==> config.mk <==
export PLATFORM = sky130hd
export DESIGN_NAME = cfgbus_target
export DESIGN_NICKNAME = d
export VERILOG_FILES = /design/src/rtl/cfgbus_pkg.sv /design/src/rtl/cfgbus_line_sync.sv /design/src/rtl/cfgbus_reg_bank.sv /design/src/rtl/cfgbus_proto_fsm.sv /design/src/rtl/cfgbus_target.sv
export SDC_FILE = /design/constraint.sdc
export NUM_CORES = 1
export LEC_CHECK = 0
export ABC_AREA = 0
export BUFFER_PORTS_ARGS = -buffer_cell sky130_fd_sc_hd__buf_2
export CAP_MARGIN = 20
export CORE_MARGIN = 1.5
export CORE_UTILIZATION = 39
export DETAILED_ROUTE_END_ITERATION = 16
export HOLD_SLACK_MARGIN = 0.06
export SLEW_MARGIN = 5
export SYNTH_ARGS = -nofsm -noshare
export SYNTH_HDL_FRONTEND = slang
export SYNTH_SLANG_ARGS = --single-unit
==> constraint.sdc <==
create_clock -name clk -period 2.6 [get_ports clk]
set_clock_uncertainty 0.1 [all_clocks]
set_input_delay 0.52 -clock clk [delete_from_list [all_inputs] [get_ports clk]]
set_output_delay 0.52 -clock clk [all_outputs]
set_load 0.01 [all_outputs]
==> src/rtl/cfgbus_pkg.sv <==
// Package: shared state encodings and the default-value rule of the
// configuration register target. Assumes at most 256 registers.
package cfgbus_pkg;

    // Protocol engine states.
    typedef enum logic [2:0] {
        ST_IDLE,    // bus free, nothing addressed
        ST_RX,      // shifting in a byte from the host
        ST_RXHOLD,  // full byte received, waiting for SCL low to answer
        ST_ACK,     // target holds SDA low for the ninth clock
        ST_TX,      // target shifting a register out
        ST_TXACK,   // host answers the read byte
        ST_IGNORE   // not addressed or done, wait for START or STOP
    } fsm_state_t;

    // Which byte of the transfer is in progress.
    typedef enum logic [2:0] {
        PH_ADDR,
        PH_PTR,
        PH_DATA,
        PH_READ,
        PH_DONE
    } phase_t;

    localparam logic [7:0] CTRL_PTR       = 8'h00;
    localparam int unsigned SOFT_RST_BIT  = 0;

    // Default value loaded by hardware reset and by the reload command.
    function automatic logic [7:0] default_value(input int unsigned idx);
        logic [7:0] v;
        v = 8'(idx);
        if (idx == 0) begin
            return 8'h00;
        end
        return 8'h40 + v;
    endfunction

endpackage

==> src/rtl/cfgbus_line_sync.sv <==
// Line conditioner: resynchronises SCL and SDA into the clk domain and
// decodes rising/falling SCL as well as START and STOP conditions.
// Assumes the bus lines stay stable for several clk cycles per phase.
module cfgbus_line_sync #(
    parameter int SYNC_STAGES = 2
) (
    input  logic clk,
    input  logic rst_n,
    input  logic scl_i,
    input  logic sda_i,
    output logic scl_s,
    output logic sda_s,
    output logic scl_rise,
    output logic scl_fall,
    output logic start_det,
    output logic stop_det
);
    localparam int MSB = SYNC_STAGES - 1;

    logic [SYNC_STAGES-1:0] scl_pipe;
    logic [SYNC_STAGES-1:0] sda_pipe;
    logic                   scl_prev;
    logic                   sda_prev;

    // Synchroniser chains plus one history stage; idle bus reads high.
    always_ff @(posedge clk) begin
        if (!rst_n) begin
            scl_pipe <= '1;
            sda_pipe <= '1;
            scl_prev <= 1'b1;
            sda_prev <= 1'b1;
        end else begin
            scl_pipe <= {scl_pipe[MSB-1:0], scl_i};
            sda_pipe <= {sda_pipe[MSB-1:0], sda_i};
            scl_prev <= scl_pipe[MSB];
            sda_prev <= sda_pipe[MSB];
        end
    end

    // Edge and bus-condition decode from the synchronised lines.
    always_comb begin
        scl_s     = scl_pipe[MSB];
        sda_s     = sda_pipe[MSB];
        scl_rise  = scl_s & ~scl_prev;
        scl_fall  = ~scl_s & scl_prev;
        start_det = scl_s & scl_prev & sda_prev & ~sda_s;
        stop_det  = scl_s & scl_prev & ~sda_prev & sda_s;
    end

endmodule

==> src/rtl/cfgbus_reg_bank.sv <==
// Register bank: NUM_REGS 8-bit registers with computed defaults, one
// write port, one read port returning 0x00 outside the bank, and a
// reload-all command carried by a write to the control register.
module cfgbus_reg_bank
    import cfgbus_pkg::*;
#(
    parameter int NUM_REGS = 8
) (
    input  logic                  clk,
    input  logic                  rst_n,
    input  logic                  wr_en,
    input  logic [7:0]            wr_ptr,
    input  logic [7:0]            wr_data,
    input  logic [7:0]            rd_ptr,
    output logic [7:0]            rd_data,
    output logic [NUM_REGS*8-1:0] regs_flat
);
    logic [7:0] regs [NUM_REGS];
    logic       reload;

    // Reload command: control register written with its command bit set.
    always_comb begin
        reload = wr_en && (wr_ptr == CTRL_PTR) && wr_data[SOFT_RST_BIT];
    end

    for (genvar g = 0; g < NUM_REGS; g++) begin : g_reg
        // One storage byte: reset or reload to default, else take writes.
        always_ff @(posedge clk) begin
            if (!rst_n || reload) begin
                regs[g] <= default_value(g);
            end else if (wr_en && (wr_ptr == 8'(g))) begin
                regs[g] <= wr_data;
            end
        end
        assign regs_flat[g*8 +: 8] = regs[g];
    end

    // Read mux; unimplemented pointers return zero.
    always_comb begin
        rd_data = 8'h00;
        for (int i = 0; i < NUM_REGS; i++) begin
            if (rd_ptr == 8'(i)) begin
                rd_data = regs[i];
            end
        end
    end

endmodule

==> src/rtl/cfgbus_proto_fsm.sv <==
// Protocol engine: byte shifting, address compare, ACK generation,
// single-byte register writes and single-byte combined reads.
// Assumes edge strobes from cfgbus_line_sync; a START or STOP anywhere
// restarts or ends the transfer and releases SDA.
module cfgbus_proto_fsm
    import cfgbus_pkg::*;
#(
    parameter logic [6:0] DEV_ADDR = 7'h2A,
    parameter int         NUM_REGS = 8
) (
    input  logic       clk,
    input  logic       rst_n,
    input  logic       sda_s,
    input  logic       scl_rise,
    input  logic       scl_fall,
    input  logic       start_det,
    input  logic       stop_det,
    input  logic [7:0] rd_data,
    output logic [7:0] rd_ptr,
    output logic       wr_en,
    output logic [7:0] wr_ptr,
    output logic [7:0] wr_data,
    output logic       sda_oe,
    output fsm_state_t state
);
    localparam logic [8:0] REG_LIMIT = 9'(NUM_REGS);

    phase_t     phase;
    logic [2:0] bit_cnt;
    logic [7:0] rx_sh;
    logic [6:0] tx_sh;
    logic [7:0] ptr_q;
    logic       ptr_ok;

    // Pointer range check against the implemented bank.
    always_comb begin
        ptr_ok = ({1'b0, ptr_q} < REG_LIMIT);
        rd_ptr = ptr_q;
    end

    // Main sequencer: bus conditions first, then per-state bit handling.
    always_ff @(posedge clk) begin
        if (!rst_n) begin
            state   <= ST_IDLE;
            phase   <= PH_ADDR;
            bit_cnt <= 3'd0;
            rx_sh   <= 8'h00;
            tx_sh   <= 7'h00;
            ptr_q   <= 8'h00;
            sda_oe  <= 1'b0;
            wr_en   <= 1'b0;
            wr_ptr  <= 8'h00;
            wr_data <= 8'h00;
        end else begin
            wr_en <= 1'b0;
            if (start_det) begin
                state   <= ST_RX;
                phase   <= PH_ADDR;
                bit_cnt <= 3'd0;
                sda_oe  <= 1'b0;
            end else if (stop_det) begin
                state   <= ST_IDLE;
                phase   <= PH_ADDR;
                bit_cnt <= 3'd0;
                sda_oe  <= 1'b0;
            end else begin
                case (state)
                    ST_RX: begin
                        if (scl_rise) begin
                            rx_sh   <= {rx_sh[6:0], sda_s};
                            bit_cnt <= bit_cnt + 3'd1;
                            if (bit_cnt == 3'd7) begin
                                state <= ST_RXHOLD;
                            end
                        end
                    end
                    ST_RXHOLD: begin
                        if (scl_fall) begin
                            case (phase)
                                PH_ADDR: begin
                                    if (rx_sh[7:1] == DEV_ADDR) begin
                                        sda_oe <= 1'b1;
                                        state  <= ST_ACK;
                                        phase  <= rx_sh[0] ? PH_READ : PH_PTR;
                                    end else begin
                                        state <= ST_IGNORE;
                                    end
                                end
                                PH_PTR: begin
                                    ptr_q  <= rx_sh;
                                    sda_oe <= 1'b1;
                                    state  <= ST_ACK;
                                    phase  <= PH_DATA;
                                end
                                PH_DATA: begin
                                    if (ptr_ok) begin
                                        wr_en   <= 1'b1;
                                        wr_ptr  <= ptr_q;
                                        wr_data <= rx_sh;
                                        sda_oe  <= 1'b1;
                                        state   <= ST_ACK;
                                        phase   <= PH_DONE;
                                    end else begin
                                        state <= ST_IGNORE;
                                    end
                                end
                                default: state <= ST_IGNORE;
                            endcase
                        end
                    end
                    ST_ACK: begin
                        if (scl_fall) begin
                            bit_cnt <= 3'd0;
                            if (phase == PH_READ) begin
                                state  <= ST_TX;
                                tx_sh  <= rd_data[6:0];
                                sda_oe <= ~rd_data[7];
                            end else if (phase == PH_DONE) begin
                                state  <= ST_IGNORE;
                                sda_oe <= 1'b0;
                            end else begin
                                state  <= ST_RX;
                                sda_oe <= 1'b0;
                            end
                        end
                    end
                    ST_TX: begin
                        if (scl_fall) begin
                            if (bit_cnt == 3'd7) begin
                                sda_oe <= 1'b0;
                                state  <= ST_TXACK;
                            end else begin
                                bit_cnt <= bit_cnt + 3'd1;
                                sda_oe  <= ~tx_sh[6];
                                tx_sh   <= {tx_sh[5:0], 1'b0};
                            end
                        end
                    end
                    ST_TXACK: begin
                        if (scl_rise) begin
                            state <= ST_IGNORE;
                        end
                    end
                    default: begin
                    end
                endcase
            end
        end
    end

endmodule

==> src/rtl/cfgbus_target.sv <==
// Top: serial configuration register target. Chains the line
// conditioner, the protocol engine and the register bank. Assumes clk
// oversamples SCL by at least eight cycles per bus phase.
module cfgbus_target
    import cfgbus_pkg::*;
#(
    parameter logic [6:0] DEV_ADDR    = 7'h2A,
    parameter int         NUM_REGS    = 8,
    parameter int         SYNC_STAGES = 2
) (
    input  logic                  clk,
    input  logic                  rst_n,
    input  logic                  scl_i,
    input  logic                  sda_i,
    output logic                  sda_oe_o,
    output logic [NUM_REGS*8-1:0] cfg_regs_o
);
    logic       scl_s;
    logic       sda_s;
    logic       scl_rise;
    logic       scl_fall;
    logic       start_det;
    logic       stop_det;
    logic [7:0] rd_ptr;
    logic [7:0] rd_data;
    logic       wr_en;
    logic [7:0] wr_ptr;
    logic [7:0] wr_data;
    fsm_state_t fsm_state;

    cfgbus_line_sync #(.SYNC_STAGES(SYNC_STAGES)) u_sync (
        .clk       (clk),
        .rst_n     (rst_n),
        .scl_i     (scl_i),
        .sda_i     (sda_i),
        .scl_s     (scl_s),
        .sda_s     (sda_s),
        .scl_rise  (scl_rise),
        .scl_fall  (scl_fall),
        .start_det (start_det),
        .stop_det  (stop_det)
    );

    cfgbus_proto_fsm #(.DEV_ADDR(DEV_ADDR), .NUM_REGS(NUM_REGS)) u_fsm (
        .clk       (clk),
        .rst_n     (rst_n),
        .sda_s     (sda_s),
        .scl_rise  (scl_rise),
        .scl_fall  (scl_fall),
        .start_det (start_det),
        .stop_det  (stop_det),
        .rd_data   (rd_data),
        .rd_ptr    (rd_ptr),
        .wr_en     (wr_en),
        .wr_ptr    (wr_ptr),
        .wr_data   (wr_data),
        .sda_oe    (sda_oe_o),
        .state     (fsm_state)
    );

    cfgbus_reg_bank #(.NUM_REGS(NUM_REGS)) u_bank (
        .clk       (clk),
        .rst_n     (rst_n),
        .wr_en     (wr_en),
        .wr_ptr    (wr_ptr),
        .wr_data   (wr_data),
        .rd_ptr    (rd_ptr),
        .rd_data   (rd_data),
        .regs_flat (cfg_regs_o)
    );

endmodule

==> run summary, run 1 <==
IO buf count -> 68
layout cells sized above 1 -> 0.230
Peak VDD IR -> 0.513 mV
Chip Width -> 122 µm
Yosys top cell area share -> 0.350
global-route wire length before repair -> 22.5 mm
DR WL met2 -> 7.07 mm
Warnings, synthesis -> 0
fin cells -> 784
post-route cell area -> 0.00676 mm²
Critical Path Sink Type -> register
Cell Area, Synth -> 0.00550 mm²
overall power -> 4.69 mW
leading area contributor after synthesis -> edfxtp_1
GRT Total Usage -> 0.205
initial antenna violation count -> 1
Post-CTS Setup Bufs -> 0
Worst-Skew Late Latency -> 0.41 ns
final setup TNS -> 0 ns
CTS buffer count -> 17
Max Clk Rate -> 420 MHz
First-pass DRT Iterations -> 4
post-place instance area -> 0.00610 mm²
synthesized netlist cell count -> 511
crit-path max FO -> 5
synth top area cells -> edfxtp_1 35%, dfxtp_1 20%, and2_1 5.2%
antenna diode count -> 0
Routed Antenna Nets -> 0
Core Region -> 0.0138 mm²
H-tree Lvls -> 4
Final Cycle Share -> 0.916
largest net degree at the start of global routing -> 31
1st-iter DRT viols -> 394
Final setup viols -> 0
Hold Crit Class -> primary input to register
dpl hpwl -> 10.4 mm
Seq/Total Area, Yosys -> 0.554
Async SR Flop Fraction -> 0
Boundary Pins -> 69
required time worst endpoint -> 2.63 ns
total congestion overflow -> 0
Site Rows -> 43
routed metal-1 wire length -> 6.39 mm
Die Area -> 0.0148 mm²
cts repair resizes -> 0
met3 routed WL -> 986 µm
Vias/cell -> 5.54
CTS tree -> built
Bufs on Longest Clock Path -> 2
Final Hold Viols -> 0
Period minus WS final -> 2.38 ns
Post-synth EDFFs -> 64
Area Growth Syn to Fin -> 23.0%
RSZ-0062 raised after global routing -> false
initial core utilization -> 0.397
Worst Setup Start Kind -> register
outcome -> completed
max_cap viols -> 0
Mapped Nets -> 517
worst slew pin tran -> 0.687 ns
Top FF cell, synth -> edfxtp_1
PwrDens -> 694 mW/mm²
Leak -> 2.46 nW
Die Y -> 122 µm
max_slew headroom -> 0.541
routability cong. -> 0.870
routed wire length -> 14.7 mm
Final Max Slew Viols -> 0
# nets final -> 597
Clock Root Buffer -> clkbuf_16
kind of critical path -> register to register
total placed cells including tap cells -> 751
via count -> 4343
clock sink count -> 120
critical path arrival -> 2.41 ns
# DRC -> 0
top layer in use -> met4
Yosys reg bits -> 120
wire length per cell -> 18.7 µm
average size of a mapped cell -> 10.8 µm²
clk slew on worst S/H paths -> 0.05 ns
cts hold-fix bufs -> 0
number of global-route vias before repair -> 4127
Synth cell types -> 60
[sequential cells by signal, summed over array words and instances (netlist names), 2 cells and up]
| name | flops |
|---|---|
| u_bank.regs | 64 |
| u_fsm.bit_cnt | 3 |
| u_fsm.phase | 3 |
| u_fsm.rd_ptr | 8 |
| u_fsm.rx_sh | 8 |
| u_fsm.state | 3 |
| u_fsm.tx_sh | 7 |
| u_fsm.wr_data | 8 |
| u_fsm.wr_ptr | 8 |
| u_sync.scl_pipe | 2 |
| u_sync.sda_pipe | 2 |
[final timing paths]
path	startpoint	to	depth (start not counted)	slack (ns)
max	u_fsm.wr_ptr[3]	u_bank.regs[1][24]	6	0.22
min	sda_i	u_sync.sda_pipe[0]	2	0.19
max reg2reg	u_fsm.wr_ptr[3]	u_bank.regs[1][24]	6	0.22
min reg2reg	u_sync.scl_pipe[0]	u_sync.scl_pipe[1]	1	0.30
[where the power goes]
group	internal, mW	total [mW]	switching, mW
registers	2.02	2.04	0.0181
clock network	1.72	2.52	0.806
logic	0.0458	0.129	0.0832
total	3.78	4.69	0.908
[worst max-delay path, stage by stage, from the launching register on]
cell     delay [ns]
dfxtp_1        0.30
or4b_1         0.58
nor3_4         0.16
buf_4          0.16
nand2_1        0.09
nor3b_1        0.57
nand3_1        0.14
[layer usage]
metal,vias up,global-route usage
li1,2025,-
met1,2139,0.273
met2,161,0.327
met3,18,0.0506
met4,0,0.0721
met5,-,0
[layout by cell type, fill, tap and decap left out, types with 5 or more instances in the layout]
cell | synthesis | routed
nand2b_1 | 21 | 21
o22ai_1 | 5 | 5
edfxtp_1 | 64 | 64
inv_1 | 10 | 10
clkbuf_16 | 0 | 21
mux2i_1 | 22 | 22
mux2_2 | 5 | 5
or3_1 | 11 | 11
a311oi_1 | 5 | 5
o21ai_0 | 17 | 17
nor2b_1 | 5 | 5
mux4_2 | 5 | 5
and3_1 | 6 | 6
buf_2 | 6 | 69
nand2_1 | 55 | 55
nor2_1 | 23 | 23
nand3_1 | 26 | 26
a21oi_1 | 31 | 31
a31oi_1 | 7 | 7
dfxtp_1 | 56 | 56
buf_4 | 1 | 22
and2_1 | 46 | 46
[cells in the mapped netlist, types with 3 or more instances]
| master | number |
|---|---|
| nor2b_1 | 5 |
| a211oi_1 | 4 |
| nand2_1 | 55 |
| nand2b_1 | 21 |
| a31oi_1 | 7 |
| mux2_2 | 5 |
| buf_2 | 6 |
| nor3_1 | 3 |
| a21oi_1 | 31 |
| nand3b_1 | 4 |
| nor2_1 | 23 |
| o2111ai_1 | 4 |
| o21ai_0 | 17 |
| a311oi_1 | 5 |
| o22ai_1 | 5 |
| inv_1 | 10 |
| nand3_1 | 26 |
| o211ai_1 | 3 |
| o22a_1 | 3 |
| mux4_2 | 5 |
| clkbuf_1 | 22 |
| edfxtp_1 | 64 |
| or3_1 | 11 |
| and3_1 | 6 |
| o221ai_1 | 4 |
| and2_1 | 46 |
| dfxtp_1 | 56 |
| mux2i_1 | 22 |
[cell type report]
type	instances	area, µm²
tap	180	225
fill	1237	7070
clock buffer	28	582
multi-input combinational	351	2290
inverter	10	37.5
timing repair buffer	91	510
clock inverter	4	70.1
sequential	120	3040
[logic make-up (layout without fill, tap and decap cells)]
group	after synthesis	count (layout)	synth area share
DFF	120	120	0.554
xor gates and xnor gates	1	1	0.00159
buffers and inverters	40	133	0.0294
muxes	32	32	0.0708
adders and majority gates	2	2	0.00455
other	1	1	0.000682
and+or+nand+nor	221	221	0.230
AOI/OAI and AO/OA	94	94	0.110
[metrics by stage]
step / utilization / hold WS [ns] / setup WS [ns]
3_3_place_gp: 0.441 / 0.290 / 0.112
3_5_place_dp: 0.441 / 0.291 / 0.111
4_1_cts: 0.488 / 0.179 / 0.0729
5_1_grt: 0.489 / 0.184 / 0.0774
2_1_floorplan: - / 0.286 / 0.201
6_report: 0.489 / 0.189 / 0.218
Note: power is estimated with default switching activity, not from simulation.
==> run 2: changes to the inputs <==
Settings changed: SYNTH_HIERARCHICAL set to 1.
==> run summary, run 2 <==
Worst-Skew Late Latency -> 0.41 ns (about the same)
RSZ-0062 raised after global routing -> false
Max Clk Rate -> 429 MHz (+2.3%)
Core Region -> 0.0139 mm² (+0.39%)
Seq/Total Area, Yosys -> 0.547 (-0.00673)
outcome -> completed
antenna diode count -> 0 (unchanged)
Async SR Flop Fraction -> 0 (unchanged)
Synth cell types -> 57 (-5.0%)
Leak -> 2.57 nW (+4.3%)
cts hold-fix bufs -> 0 (unchanged)
Post-CTS Setup Bufs -> 0 (unchanged)
dpl hpwl -> 10.4 mm (about the same)
r2r startpoint -> u_fsm/rd_ptr[0]
Chip Width -> 122 µm (+0.60%)
Hold Crit Class -> primary input to register
First-pass DRT Iterations -> 5 (+1)
worst slew pin tran -> 0.739 ns (+0.0515 ns)
slowest stage cell, crit path -> dfxtp_1
max_slew headroom -> 0.507 (-0.0344)
Post-synth EDFFs -> 64 (unchanged)
Area Growth Syn to Fin -> 20.5%
Worst Setup Start Kind -> register
kind of critical path -> register to register
clock sink count -> 120 (unchanged)
crit path from -> u_fsm/rd_ptr[0]
cts repair resizes -> 0 (unchanged)
Clock Root Buffer -> clkbuf_16
routed wire length -> 14.1 mm (-3.7%)
Cell Area, Synth -> 0.00556 mm² (+1.2%)
Bufs on Longest Clock Path -> 2 (unchanged)
leading area contributor after synthesis -> edfxtp_1
Final Hold Viols -> 0 (unchanged)
Yosys top cell area share -> 0.345 (-0.00425)
reg2reg setup slack -> 0.27 ns (+0.05 ns)
commonest cells in the netlist -> 64 x edfxtp_1, 56 x dfxtp_1, 56 x nor2_1
Final Max Slew Viols -> 0 (unchanged)
largest net degree at the start of global routing -> 21 (-32%)
Die Area -> 0.0150 mm² (+1.2%)
final setup TNS -> 0 ns (unchanged)
Critical Path End -> u_fsm/sda_oe
H-tree Lvls -> 4 (unchanged)
CTS tree -> built
fillers -> 1284 (+3.8%)
PwrDens -> 645 mW/mm² (-7.1%)
critical path arrival -> 2.51 ns (+0.10 ns)
crit-path max FO -> 11 (+6)
Final Cycle Share -> 0.896 (-0.0203)
Yosys reg bits -> 120 (unchanged)
Warnings, synthesis -> 6 (+6)
synth top area cells -> edfxtp_1 35%, dfxtp_1 20%, mux2i_1 5.4%
most common cell after layout, fill and taps aside -> buf_2
wire length per cell -> 18.0 µm (-3.9%)
1st-iter DRT viols -> 390 (-1.0%)
GRT Total Usage -> 0.196 (-0.00959)
initial antenna violation count -> 1 (unchanged)
worst reg2reg endpoint -> u_fsm/sda_oe
CTS buffer count -> 17 (unchanged)
total congestion overflow -> 0 (unchanged)
Die Y -> 122 µm (+0.60%)
Peak VDD IR -> 0.462 mV (-10%)
clk slew on worst S/H paths -> 0.06 ns (about the same)
required time worst endpoint -> 2.78 ns (+0.15 ns)
max_cap viols -> 0 (unchanged)
CP peak stage delay -> 0.70 ns (+0.12 ns)
Boundary Pins -> 69 (unchanged)
synthesized netlist cell count -> 509 (-0.39%)
Mapped Nets -> 515 (-0.39%)
average size of a mapped cell -> 10.9 µm² (+1.6%)
Critical Path Sink Type -> register
Cell Chain, Critical Path -> buf_4 > o32ai_1 > a2111oi_0 > o21ai_0 > a21oi_1 > nor4_1
IO buf count -> 68 (unchanged)
Site Rows -> 43 (unchanged)
Final setup viols -> 0 (unchanged)
Routed Antenna Nets -> 0 (unchanged)
# nets final -> 598 (+0.17%)
Top FF cell, synth -> edfxtp_1
routability cong. -> 0.854 (-1.8%)
initial core utilization -> 0.401 (+0.00333)
commonest non-fill, non-tap cells in the layout -> 68 x buf_2, 64 x edfxtp_1, 56 x nor2_1, 56 x dfxtp_1, 42 x and2_1
number of global-route vias before repair -> 4055 (-1.7%)
Biggest register -> u_bank/regs
Vias/cell -> 5.42 (-2.1%)
layout cells sized above 1 -> 0.251 (+0.0211)
# DRC -> 0 (unchanged)
R2R depth -> 6 (unchanged)
global-route wire length before repair -> 21.8 mm (-3.1%)
via count -> 4257 (-2.0%)
Period minus WS final -> 2.33 ns (-0.0528 ns)
max FFs per register -> 64 (unchanged)
overall power -> 4.32 mW (-7.8%)
most common cell in the netlist -> edfxtp_1
==> run 2: worst min path at each step <==
| stage | from | to | slack [ns] | cells after the start |
|---|---|---|---|---|
| 2_1_floorplan | u_sync/scl_pipe[0] | u_sync/scl_pipe[1] | 0.29 | 1 |
| 3_3_place_gp | u_sync/sda_pipe[0] | u_sync/sda_pipe[1] | 0.29 | 1 |
| 3_5_place_dp | u_sync/sda_pipe[0] | u_sync/sda_pipe[1] | 0.29 | 1 |
| 4_1_cts | sda_i | u_sync/sda_pipe[0] | 0.17 | 2 |
| 5_1_grt | sda_i | u_sync/sda_pipe[0] | 0.18 | 2 |
| 6_report | sda_i | u_sync/sda_pipe[0] | 0.19 | 2 |
==> run 2: metal layers <==
layer  share of wire  global-route usage  routed length, µm
met1            0.45               0.254               6410
met2            0.49               0.315               6880
met3           0.042              0.0493                588
met4           0.018              0.0727                249
met5               0                   0                  0
==> run 2: metrics by stage <==
step | cells | setup slack [ns] | utilization | area [µm²] | hold slack (ns)
3_5_place_dp | 753 | 0.203 | 0.443 | 6160 | 0.293
5_1_grt | 785 | 0.0862 | 0.483 | 6710 | 0.181
3_3_place_gp | 753 | 0.206 | 0.443 | 6160 | 0.294
6_report | 785 | 0.271 | 0.483 | 6710 | 0.189
2_1_floorplan | 509 | 0.341 | - | 5560 | 0.286
4_1_cts | 785 | 0.202 | 0.483 | 6710 | 0.172
==> run 2: layout make-up <==
cell class                      instances  area [µm²]  area share
Tap cell                              180         225      0.0336
Clock inverter                         11        67.6      0.0101
Timing Repair Buffer                   92         520      0.0776
Sequential cell                       120        3040       0.454
Multi-Input combinational cell        355        2340       0.350
Clock buffer                           21         482      0.0718
Inverter                                6        22.5     0.00336
==> run 2: cell families after synthesis <==
group                      Yosys count  synth area share
and+or+nand+nor                    229             0.226
DFF                                120             0.547
AOI/OAI and AO/OA                   80            0.0967
muxes                               42            0.0924
buffers and inverters               34            0.0315
adders and majority gates            2           0.00450
other                                1          0.000674
xor gates and xnor gates             1           0.00157
==> run 2: worst max-delay path, delay by kind of cell (launching register included) <==
kind,cells,cell delay (ns)
buf+inv,1,0.28
flops,1,0.70
compound gates,4,1.06
simple gates,1,0.07
==> run 2: power by group <==
| part | switching (mW) | internal [mW] |
|---|---|---|
| Sequential | 0.0192 | 2.02 |
| Clock | 0.843 | 1.32 |
| Combinational | 0.0809 | 0.0423 |
| Total | 0.943 | 3.38 |
==> run 3: changes to the inputs <==
Settings changed: BUFFER_PORTS_ARGS -buffer_cell sky130_fd_sc_hd__buf_2 to -buffer_cell sky130_fd_sc_hd__buf_4, RECOVER_POWER set to 25.
==> run summary, run 3 (synthesis results as in run 2) <==
cts repair resizes -> 0 (unchanged)
layout cells sized above 1 -> 0.153 (-0.0984)
Peak VDD IR -> 0.451 mV (-2.4%)
Vias/cell -> 5.40 (-0.44%)
Core Region -> 0.0139 mm² (unchanged)
required time worst endpoint -> 2.79 ns (about the same)
First-pass DRT Iterations -> 5 (unchanged)
Biggest register -> u_bank/regs
Die Area -> 0.0150 mm² (unchanged)
max_cap viols -> 0 (unchanged)
worst slew pin tran -> 0.625 ns (-0.114 ns)
Worst Setup Start Kind -> register
final worst slack -> 0.175 ns (-0.0963 ns)
pre-CTS WS -> 0.309 ns (+0.107 ns)
Die Y -> 122 µm (unchanged)
clock sink count -> 120 (unchanged)
initial core utilization -> 0.401 (unchanged)
CTS tree -> built
H-tree Lvls -> 4 (unchanged)
# nets final -> 595 (-0.50%)
Worst-Skew Late Latency -> 0.40 ns (about the same)
1st-iter DRT viols -> 325 (-17%)
PwrDens -> 685 mW/mm² (+6.3%)
commonest non-fill, non-tap cells in the layout -> 64 x edfxtp_1, 58 x clkbuf_1, 56 x nor2_1, 56 x dfxtp_1, 42 x and2_1
Boundary Pins -> 69 (unchanged)
outcome -> completed
Area Growth Syn to Fin -> 21.0%
RSZ-0062 raised after global routing -> false
# DRC -> 0 (unchanged)
largest net degree at the start of global routing -> 21 (unchanged)
final setup TNS -> 0 ns (unchanged)
number of global-route vias before repair -> 4016 (-0.96%)
initial antenna violation count -> 0 (-1)
antenna diode count -> 0 (unchanged)
Post-CTS Setup Bufs -> 0 (unchanged)
cts hold-fix bufs -> 0 (unchanged)
most common cell after layout, fill and taps aside -> edfxtp_1
Period minus WS final -> 2.43 ns (+0.0963 ns)
Clock Root Buffer -> clkbuf_16
max_slew headroom -> 0.583 (+0.0764)
clk slew on worst S/H paths -> 0.06 ns (about the same)
CP peak stage delay -> 0.56 ns (-0.14 ns)
Critical Path Sink Type -> register
slowest stage cell, crit path -> and3_1
crit-path max FO -> 14 (+3)
GRT Total Usage -> 0.197 (+0.00125)
total congestion overflow -> 0 (unchanged)
CTS buffer count -> 17 (unchanged)
Hold Slack -> 0.197 ns (+0.00831 ns)
wire length per cell -> 18.4 µm (+2.1%)
routability cong. -> 0.853 (about the same)
Reg area -> 0.00304 mm² (unchanged)
fillers -> 1303 (+1.5%)
Site Rows -> 43 (unchanged)
critical path arrival -> 2.61 ns (+0.10 ns)
Final setup viols -> 0 (unchanged)
Final Max Slew Viols -> 0 (unchanged)
Cell Chain, Critical Path -> or3b_1 > o22ai_2 > and3_1 > nor2_1 > a311oi_1
Bufs on Longest Clock Path -> 2 (unchanged)
routed wire length -> 14.4 mm (+1.8%)
max FFs per register -> 64 (unchanged)
global-route wire length before repair -> 22.0 mm (+0.95%)
Leak -> 2.41 nW (-5.9%)
IO buf count -> 68 (unchanged)
via count -> 4222 (-0.82%)
kind of critical path -> register to register
Final Cycle Share -> 0.933 (+0.0370)
area of the multi-input gates -> 0.00234 mm² (unchanged)
dpl hpwl -> 10.4 mm (+0.46%)
Chip Width -> 122 µm (unchanged)
Final Hold Viols -> 0 (unchanged)
Max Clk Rate -> 412 MHz (-4.0%)
Hold Crit Class -> primary input to register
Routed Antenna Nets -> 0 (unchanged)
[run 3: cell count changes in the layout (fill, tap and decap cells not counted), sizes merged]
cell,previous run,this run
bufinv,0,4
inv,11,8
clkinvlp,1,4
buf,92,32
clkinv,5,4
clkbuf,21,75
[run 3: critical path: cells and delay by family (launching register included)]
family / cells / cell delay, ns
flops: 1 / 0.53
simple gates: 3 / 1.21
compound gates: 2 / 0.47
[run 3: cell type report]
| cell class | count | area share |
|---|---|---|
| clock inverters | 14 | 0.0296 |
| clock buffers | 18 | 0.0638 |
| well taps | 180 | 0.0335 |
| repair buffers | 89 | 0.0693 |
| flip-flops and latches | 120 | 0.452 |
| multi-input cells | 355 | 0.348 |
| inverters | 6 | 0.00335 |
[run 3: final timing paths]
kind                      startpoint                  to  slack, ns  cells after the start
setup / recovery      u_fsm/state[2]      u_fsm/tx_sh[1]       0.17                      5
hold / removal                 scl_i  u_sync/scl_pipe[0]       0.20                      2
setup reg to reg      u_fsm/state[2]      u_fsm/tx_sh[1]       0.17                      5
hold reg to reg   u_sync/sda_pipe[0]  u_sync/sda_pipe[1]       0.30                      1
[run 3: through the flow]
| stage | instance area [µm²] | utilization | power, mW | cells |
|---|---|---|---|---|
| after floorplan | 5560 | - | 2.13 | 509 |
| after global placement | 6320 | 0.455 | 2.21 | 750 |
| after detailed placement | 6320 | 0.455 | 2.21 | 750 |
| after CTS | 6940 | 0.500 | 4.67 | 782 |
| after global routing | 6730 | 0.485 | 4.74 | 782 |
| final | 6730 | 0.485 | 4.61 | 782 |
[run 3: per-layer routing]
metal	GRT usage	wire length (µm)	vias to the layer above
met2	0.318	6810	131
met5	0	0	-
met1	0.266	6500	2056
li1	-	-	2020
met3	0.0428	800	15
met4	0.0581	261	0
[run 3: power breakdown]
group	internal (mW)	leakage, nW	switching [mW]	total (mW)
Combinational	0.0395	1.06	0.0821	0.122
Sequential	2.02	1.06	0.0186	2.03
Clock	1.61	0.293	0.846	2.46
